--- src/rtl/clkdiv_lock_pkg.sv ---
`timescale 1ns/1ps
package clkdiv_lock_pkg;
  localparam int unsigned BIT_EN      = 0;
  localparam int unsigned BIT_RST     = 1;
  localparam int unsigned BIT_LOAD    = 2;
  localparam int unsigned DIV_LSB     = 4;
  localparam int unsigned BIT_BUFGATE = 28;
  localparam int unsigned BIT_LOCK_HI = 31;
  localparam int unsigned BIT_LOCK_LO = 27;

  typedef struct packed {
    logic en;
    logic buf_gate;
  } ctl_state_t;
endpackage

--- src/rtl/clkdiv_cg.sv ---
`timescale 1ns/1ps
module clkdiv_cg #(
  parameter bit INIT = 1'b0
) (
  input  logic clk_i,
  input  logic rst_ni,
  input  logic en_i,
  output logic gclk_o
);
  logic en_l;

  // enable captured in the low phase so the AND never chops a high pulse
  always_ff @(negedge clk_i or negedge rst_ni) begin
    if (!rst_ni) en_l <= INIT;
    else         en_l <= en_i;
  end

  assign gclk_o = clk_i & en_l;
endmodule

--- src/rtl/clkdiv_ctl.sv ---
`timescale 1ns/1ps
module clkdiv_ctl
  import clkdiv_lock_pkg::*;
#(
  parameter int unsigned DIV_W      = 8,
  parameter bit          LOCK_AT_27 = 1'b0
) (
  input  logic             clk_i,
  input  logic             rst_ni,
  input  logic             we_i,
  input  logic [31:0]      wdata_i,
  input  logic             lock_i,
  input  logic             busy_i,
  output ctl_state_t       st_o,
  output logic             load_o,
  output logic             rst_req_o,
  output logic [DIV_W-1:0] load_div_o,
  output logic [31:0]      rdata_o
);
  localparam int unsigned LOCK_BIT = LOCK_AT_27 ? BIT_LOCK_LO : BIT_LOCK_HI;
  localparam logic [31:0] FIELD_MASK = ((32'd1 << DIV_W) - 32'd1) << DIV_LSB;
  localparam logic [31:0] USED_MASK  = FIELD_MASK | (32'd1 << BIT_EN) | (32'd1 << BIT_RST)
                                     | (32'd1 << BIT_LOAD) | (32'd1 << BIT_BUFGATE);

  ctl_state_t       st_q;
  logic [DIV_W-1:0] field_q;
  logic             unused_wdata;

  assign unused_wdata = ^(wdata_i & ~USED_MASK);
  assign load_div_o   = wdata_i[DIV_LSB +: DIV_W];
  assign load_o       = we_i & wdata_i[BIT_LOAD];
  assign rst_req_o    = we_i & wdata_i[BIT_RST];

  always_ff @(posedge clk_i or negedge rst_ni) begin
    if (!rst_ni) begin
      st_q    <= '0;
      field_q <= '0;
    end else if (we_i) begin
      st_q.en       <= wdata_i[BIT_EN];
      st_q.buf_gate <= wdata_i[BIT_BUFGATE];
      field_q       <= wdata_i[DIV_LSB +: DIV_W];
    end
  end

  assign st_o = st_q;

  always_comb begin
    rdata_o                     = '0;
    rdata_o[BIT_EN]             = st_q.en;
    rdata_o[BIT_RST]            = busy_i;
    rdata_o[DIV_LSB +: DIV_W]   = field_q;
    rdata_o[BIT_BUFGATE]        = st_q.buf_gate;
    rdata_o[LOCK_BIT]           = lock_i;
  end

  // strobes are one-shot: the held state never remembers them
  assert_strobe_reads_zero_R2: assert property (@(posedge clk_i) disable iff (!rst_ni)
    we_i |=> (rdata_o[BIT_LOAD] == 1'b0));
endmodule

--- src/rtl/clkdiv_ratio.sv ---
`timescale 1ns/1ps
module clkdiv_ratio #(
  parameter int unsigned DIV_W = 8
) (
  input  logic             clk_i,
  input  logic             rst_ni,
  input  logic             en_i,
  input  logic             load_i,
  input  logic [DIV_W-1:0] load_div_i,
  output logic [DIV_W-1:0] act_div_o,
  output logic             clk_o
);
  logic [DIV_W-1:0] act_div_q, cnt_q, eff, half;
  logic             div_q, bypass, gclk;

  assign eff    = (act_div_q == '0) ? DIV_W'(1) : act_div_q;
  assign half   = eff >> 1;
  assign bypass = (act_div_q <= DIV_W'(1));

  always_ff @(posedge clk_i or negedge rst_ni) begin
    if (!rst_ni) begin
      act_div_q <= '0;
      cnt_q     <= '0;
      div_q     <= 1'b0;
    end else if (load_i) begin
      act_div_q <= load_div_i;
      cnt_q     <= '0;
      div_q     <= 1'b0;
    end else if (!en_i) begin
      cnt_q <= '0;
      div_q <= 1'b0;
    end else begin
      div_q <= (cnt_q < half);
      cnt_q <= (cnt_q == eff - DIV_W'(1)) ? '0 : cnt_q + DIV_W'(1);
    end
  end

  clkdiv_cg #(.INIT(1'b0)) u_out_cg (
    .clk_i  (clk_i),
    .rst_ni (rst_ni),
    .en_i   (en_i & bypass),
    .gclk_o (gclk)
  );

  assign clk_o     = bypass ? gclk : div_q;
  assign act_div_o = act_div_q;

  assert_hold_low_R8: assert property (@(posedge clk_i) disable iff (!rst_ni)
    !en_i |=> !div_q);
  assert_ratio_kept_R3: assert property (@(posedge clk_i) disable iff (!rst_ni)
    !load_i |=> $stable(act_div_q));
endmodule

--- src/rtl/clkdiv_lock_tmr.sv ---
`timescale 1ns/1ps
module clkdiv_lock_tmr #(
  parameter int unsigned DIV_W = 8
) (
  input  logic             clk_i,
  input  logic             rst_ni,
  input  logic             load_i,
  input  logic [DIV_W-1:0] act_div_i,
  output logic             lock_o
);
  localparam int unsigned TW = DIV_W + 2;

  logic [DIV_W-1:0] eff;
  logic [TW-1:0]    lim, tmr_q;
  logic             lock_q;

  assign eff = (act_div_i == '0) ? DIV_W'(1) : act_div_i;
  assign lim = {1'b0, eff, 1'b0} - TW'(1);   // two output periods

  always_ff @(posedge clk_i or negedge rst_ni) begin
    if (!rst_ni) begin
      tmr_q  <= '0;
      lock_q <= 1'b1;
    end else if (load_i) begin
      tmr_q  <= '0;
      lock_q <= 1'b0;
    end else if (!lock_q) begin
      if (tmr_q == lim) lock_q <= 1'b1;
      else              tmr_q  <= tmr_q + TW'(1);
    end
  end

  assign lock_o = lock_q;

  assert_lock_drop_R6: assert property (@(posedge clk_i) disable iff (!rst_ni)
    load_i |=> !lock_o);
  assert_lock_sticky_R6: assert property (@(posedge clk_i) disable iff (!rst_ni)
    (lock_o && !load_i) |=> lock_o);
  assert_lock_bound_R6: assert property (@(posedge clk_i) disable iff (!rst_ni)
    !lock_o |-> (tmr_q <= lim));
endmodule

--- src/rtl/clkdiv_rst_pulse.sv ---
`timescale 1ns/1ps
module clkdiv_rst_pulse #(
  parameter int unsigned RST_CYC = 16
) (
  input  logic clk_i,
  input  logic rst_ni,
  input  logic req_i,
  output logic busy_o
);
  localparam int unsigned CW = $clog2(RST_CYC + 1);

  logic [CW-1:0] cnt_q;
  logic          busy_q;

  always_ff @(posedge clk_i or negedge rst_ni) begin
    if (!rst_ni) begin
      cnt_q  <= '0;
      busy_q <= 1'b0;
    end else if (req_i) begin
      cnt_q  <= CW'(RST_CYC - 1);
      busy_q <= 1'b1;
    end else if (busy_q) begin
      if (cnt_q == '0) busy_q <= 1'b0;
      else             cnt_q  <= cnt_q - CW'(1);
    end
  end

  assign busy_o = busy_q;

  assert_pulse_start_R10: assert property (@(posedge clk_i) disable iff (!rst_ni)
    $rose(busy_q) |-> $past(req_i));
  assert_pulse_len_R10: assert property (@(posedge clk_i) disable iff (!rst_ni)
    busy_q |-> (cnt_q < CW'(RST_CYC)));
endmodule

--- src/rtl/clkdiv_lock.sv ---
`timescale 1ns/1ps
module clkdiv_lock
  import clkdiv_lock_pkg::*;
#(
  parameter int unsigned DIV_W      = 8,
  parameter bit          LOCK_AT_27 = 1'b0,
  parameter int unsigned RST_CYC    = 16
) (
  input  logic        clk_i,
  input  logic        rst_ni,
  input  logic        reg_we_i,
  input  logic [31:0] reg_wdata_i,
  output logic [31:0] reg_rdata_o,
  output logic        clk_o,
  output logic        ref_buf_o,
  output logic        dom_rst_o
);
  ctl_state_t       st;
  logic             load, rst_req, lock, busy;
  logic [DIV_W-1:0] load_div, act_div;

  clkdiv_ctl #(.DIV_W(DIV_W), .LOCK_AT_27(LOCK_AT_27)) u_ctl (
    .clk_i      (clk_i),
    .rst_ni     (rst_ni),
    .we_i       (reg_we_i),
    .wdata_i    (reg_wdata_i),
    .lock_i     (lock),
    .busy_i     (busy),
    .st_o       (st),
    .load_o     (load),
    .rst_req_o  (rst_req),
    .load_div_o (load_div),
    .rdata_o    (reg_rdata_o)
  );

  clkdiv_ratio #(.DIV_W(DIV_W)) u_ratio (
    .clk_i      (clk_i),
    .rst_ni     (rst_ni),
    .en_i       (st.en),
    .load_i     (load),
    .load_div_i (load_div),
    .act_div_o  (act_div),
    .clk_o      (clk_o)
  );

  clkdiv_lock_tmr #(.DIV_W(DIV_W)) u_lock (
    .clk_i     (clk_i),
    .rst_ni    (rst_ni),
    .load_i    (load),
    .act_div_i (act_div),
    .lock_o    (lock)
  );

  clkdiv_rst_pulse #(.RST_CYC(RST_CYC)) u_rst (
    .clk_i  (clk_i),
    .rst_ni (rst_ni),
    .req_i  (rst_req),
    .busy_o (busy)
  );

  clkdiv_cg #(.INIT(1'b1)) u_buf_cg (
    .clk_i  (clk_i),
    .rst_ni (rst_ni),
    .en_i   (~st.buf_gate),
    .gclk_o (ref_buf_o)
  );

  assign dom_rst_o = busy;
endmodule

--- config.mk ---
export PLATFORM = sky130hd
export DESIGN_NAME = clkdiv_lock
export DESIGN_NICKNAME = d
export VERILOG_FILES = /design/src/rtl/clkdiv_lock_pkg.sv /design/src/rtl/clkdiv_cg.sv /design/src/rtl/clkdiv_ctl.sv /design/src/rtl/clkdiv_ratio.sv /design/src/rtl/clkdiv_lock_tmr.sv /design/src/rtl/clkdiv_rst_pulse.sv /design/src/rtl/clkdiv_lock.sv
export SDC_FILE = /design/constraint.sdc
export NUM_CORES = 1
export LEC_CHECK = 0
export ABC_AREA = 0
export CAP_MARGIN = 20
export CORE_ASPECT_RATIO = 0.8
export CORE_UTILIZATION = 50
export DETAILED_ROUTE_END_ITERATION = 10
export DONT_BUFFER_PORTS = 1
export MAX_ROUTING_LAYER = met4
export PLACE_DENSITY = 0.69
export SLEW_MARGIN = 20
export SYNTH_ARGS = -nofsm -noshare
export SYNTH_HDL_FRONTEND = slang
export SYNTH_HIERARCHICAL = 1
export SYNTH_SLANG_ARGS = --single-unit
--- constraint.sdc ---
create_clock -name clk_i -period 3.75 [get_ports clk_i]
set_input_delay 0 -clock clk_i [delete_from_list [all_inputs] [get_ports clk_i]]
set_output_delay 0 -clock clk_i [all_outputs]
set_load 0.005 [all_outputs]
### Word-level counts from Yosys, hierarchy flattened

Cells that the tools add are included.

| storage, ports and cells | value |
|---|---|
| word-level logic and storage cells | 54 |
| bits in registers | 46 |
| RAM bits | 0 |
| latch bits | 0 |
| memory bits (read-only) | 0 |
| output and inout port bits | 35 |
| memories kept | 0 |
| bits of input ports | 35 |

| operators by class | value |
|---|---|
| $mul | 0 |
| reduce and logical (&&, ||, !) cells | 5 |
| shifts and indexed selects | 0 |
| bitwise operators | 6 |
| div/mod/pow operators | 0 |
| equality and inequality tests | 5 |
| multiplexer cells | 19 |
| $add $sub $neg | 5 |
| $lt $le $gt $ge | 2 |

Operator list:

| cell | number |
|---|---|
| $mux W8 | 4 |
| $mux W10 | 3 |
| $mux W5 | 3 |
| $add A10 B1 Y10 const B | 1 |
| $eq A10 B10 Y1 | 1 |
| $sub A9 B1 Y10 const B | 1 |
| $mux W1 | 9 |
| $add A8 B1 Y8 const B | 1 |
| $eq A8 B8 Y1 | 1 |
| $le A8 B1 Y1 const B | 1 |
| $logic_not A8 Y1 | 1 |
| $lt A8 B7 Y1 | 1 |
| $sub A8 B1 Y8 const B | 1 |
| $ne A2 B2 Y1 const B | 3 |
| $and A1 B1 Y1 | 5 |
| $logic_not A5 Y1 | 1 |
| $sub A5 B1 Y5 const B | 1 |
| $reduce_and A2 Y1 | 2 |
| $reduce_bool A2 Y1 | 1 |
| $not A1 Y1 | 1 |

### Depth between registers and ports, before layout

| depth | value |
|---|---|
| depth after elaboration | 7 |
| mapped depth | 12 |
| gate-level depth less buffers | 11 |

### By module

The synthesis kept the hierarchy.

By module, submodules not included:

| module | area an instance (um2) | times used | cells each | sequential area each (um2) |
|---|---|---|---|---|
| clkdiv_ratio | 1196.1 | 1 | 130 | 425.4 |
| clkdiv_lock_tmr | 869.6 | 1 | 98 | 276.5 |
| clkdiv_ctl | 663.1 | 1 | 56 | 250.2 |
| clkdiv_rst_pulse | 287.8 | 1 | 27 | 150.1 |
| clkdiv_cg (u_buf_cg) | 36.3 | 1 | 3 | 26.3 |
| clkdiv_cg (u_ratio.u_out_cg) | 31.3 | 1 | 2 | 25.0 |
| clkdiv_lock | 3.8 | 1 | 1 | 0.0 |

==> impl_metrics.json <==
{
  "place_inst": 379,
  "die-area_mm2": 0.00650,
  "drtAntennaViolNets": 0,
  "yosys-top-cells-area": "dfrtp_1 (35%), buf_4 (7.8%), xnor2_1 (4.8%)",
  "cp.arrival_ns": 3.59,
  "holdWs_ns": 0.0434,
  "die_x_um": 89.9,
  "syn_area_per_cell_um2": 9.74,
  "status": "complete, no violations",
  "drt_iter0_markers": 153,
  "synth_top_family_by_area": "simple AND/OR/NAND/NOR gates",
  "post_drt_wl_per_cell_um": 15.4,
  "syn_inst": 317,
  "fin_cells": 406,
  "grt_pass1_wl_um": 10200,
  "powerDensity_mw_per_mm2": 468,
  "period_needed_ns": 3.30,
  "area_growth_pct": 7.37,
  "cts_tree": "yes",
  "grt_start_max_net_pins": 45,
  "muxShareOfSynthArea": 0.0669,
  "drive_gt1_frac": 0.132,
  "min_path_type": "input port to async pin",
  "synth_most_common_cell": "dfrtp_1",
  "drv_slew": 0,
  "dieHeight_um": 72.3,
  "setup_viol": 0,
  "row_count": 25,
  "tns_ns": 0,
  "fmax_mhz": 303,
  "antenna_found_initial": 0,
  "cp_max_fo": 11,
  "drc": 0,
  "fin_crit_sh": 0.880,
  "synthXorXnorAreaFrac": 0.0624,
  "viasPerCell": 5.61,
  "core-area_mm2": 0.00594,
  "ys_seq_area_frac": 0.374,
  "worst_pin_slew_ns": 0.645,
  "worst_clock_skew_ns": 0.0686,
  "detail_route.wirelength_um": 6260,
  "synthArstFlopShare": 1.00,
  "synth-edff-count": 0,
  "power.leakage_uw": 0.00143,
  "synth-simple-area-share": 0.194,
  "vias": 2278,
  "gp_congestion": 0.829,
  "dp_hpwl_um": 4150,
  "fin_nets": 370,
  "netlist_area_mm2": 0.00309,
  "grt_overflow": 0,
  "clock_latency_ns": 0.46,
  "vdd_drop_max_uv": 355,
  "worstSetupPathType": "register to register",
  "grt_pass1_vias": 2060,
  "synth_top_area_cell": "dfrtp_1",
  "ys_types": 60,
  "top_level_ports": 70,
  "synth_flop_cell": "dfrtp_1",
  "required_ns": 4.04,
  "end_kind": "register",
  "synth_compound_area_frac": 0.141,
  "start_util": 0.520,
  "yosysWarnings": 6,
  "start_kind": "register",
  "io_buffers": 0,
  "grt_util_all_layers": 0.208,
  "netlist_top_cells_count": "dfrtp_1 (43), buf_4 (32), nand2_1 (21)",
  "relSlewSlack": 0.569,
  "drt_pass1_iterations": 4,
  "drv_cap": 0,
  "clk_pin_slew_ns": 0.10,
  "ys_ff_latch": 46,
  "hold_viol_final": 0,
  "rsz0062_at_grt": "no",
  "synth_fa_ha_area_frac": 0.0446,
  "cts_repair_resize_count": 0,
  "synth_top_area_share": 0.348,
  "antenna_cells": 0,
  "cts_setup_buffers": 0
}
==> area by class of cell <==
class                   instances  area [µm²]
repair buffers                 19         190
clock inverters                 3        41.3
fillers                       525        2630
well taps                      81         101
multi-input cells             233        1650
inverters                      14        52.6
flip-flops and latches         46        1150
clock buffers                  10         128
==> power breakdown <==
part | total (µW) | switching (µW) | internal (µW)
clock | 497 | 202 | 295
combinational | 379 | 194 | 186
sequential | 674 | 111 | 563
total | 1550 | 507 | 1040
==> critical path: stages, from the launching register on <==
cell       delay [ns]
dfrtp_1          0.54
nor4_2           0.36
and3b_1          0.21
nor2_1           0.05
ha_1             0.26
nand2b_1         0.18
a311o_1          0.35
a2111oi_2        0.54
and2_4           0.29
nor2_1           0.10
mux2_2           0.28
==> through the flow <==
stage	utilization	power (µW)	worst slack (ns)	area (µm²)
finish	0.558	1550	0.449	3320
global route	0.558	1640	0.218	3320
CTS	0.558	1560	0.491	3320
detailed placement	0.503	1040	0.484	2990
global placement	0.503	1020	0.487	2990
floorplan	-	988	0.422	3160
==> kinds of logic after synthesis <==
logic type               Yosys count
AND/OR/NAND/NOR                  105
adder cells (fa/ha/maj)           11
flip-flops                        46
buffers and inverters             57
XOR/XNOR                          22
AO/OA/AOI/OAI                     59
multiplexers                      16
other                              1
==> per-layer routing <==
layer / GRT usage / part of all wire / up-vias
met5: - / 0 / -
met4: 0.0753 / 0.0037 / 0
li1: - / - / 1087
met2: 0.274 / 0.43 / 87
met3: 0.0482 / 0.057 / 2
met1: 0.308 / 0.51 / 1102
==> state kept, by name (all words and copies together), names as in the netlist <==
signal,count
u_ratio/u_out_cg/en_l,1
u_ctl/field_q,8
u_lock/tmr_q,10
u_ctl/rdata_o,2
u_ratio/act_div_o,8
u_ratio/cnt_q,8
u_rst/cnt_q,5
u_buf_cg/en_l,1
u_rst/busy_o,1
u_ratio/div_q,1
u_lock/lock_o,1
==> path summary, 6_finish.rpt <==
| path | start | to | slack, ns | depth (start not counted) |
|---|---|---|---|---|
| max | u_ratio/act_div_o[4] | u_lock/tmr_q[0] | 0.45 | 10 |
| min | rst_ni | u_lock/tmr_q[6] | 0.04 | 2 |
| max reg2reg | u_ratio/act_div_o[4] | u_lock/tmr_q[0] | 0.45 | 10 |
| min reg2reg | u_ctl/field_q[6] | u_ctl/field_q[6] | 0.55 | 1 |
| max in group asynchronous | rst_ni | u_buf_cg/en_l | 2.47 | 0 |
| min in group clk_i | reg_wdata_i[2] | u_lock/tmr_q[3] | 0.10 | 2 |
==> repair_timing <==
| item | 4_1_cts | 5_1_grt |
|---|---|---|
| setup endpoints to repair | 0 | 0 |
| hold buffers | 15 | 0 |
| hold endpoints to repair | 66 | 0 |
==> placed cells by master, fill, tap and decap left out, drive strengths merged, types with 6 or more instances in the layout <==
cell type    count
dfrtp           43
nand2           21
conb            20
a21oi           19
nor2            18
xnor2           17
inv             15
dlygate4sd3     14
nand3           14
o21ai           13
mux2            13
nand2b          11
ha              11
clkbuf          10
and2             6
No activity file was read; power rests on OpenSTA's default activity.
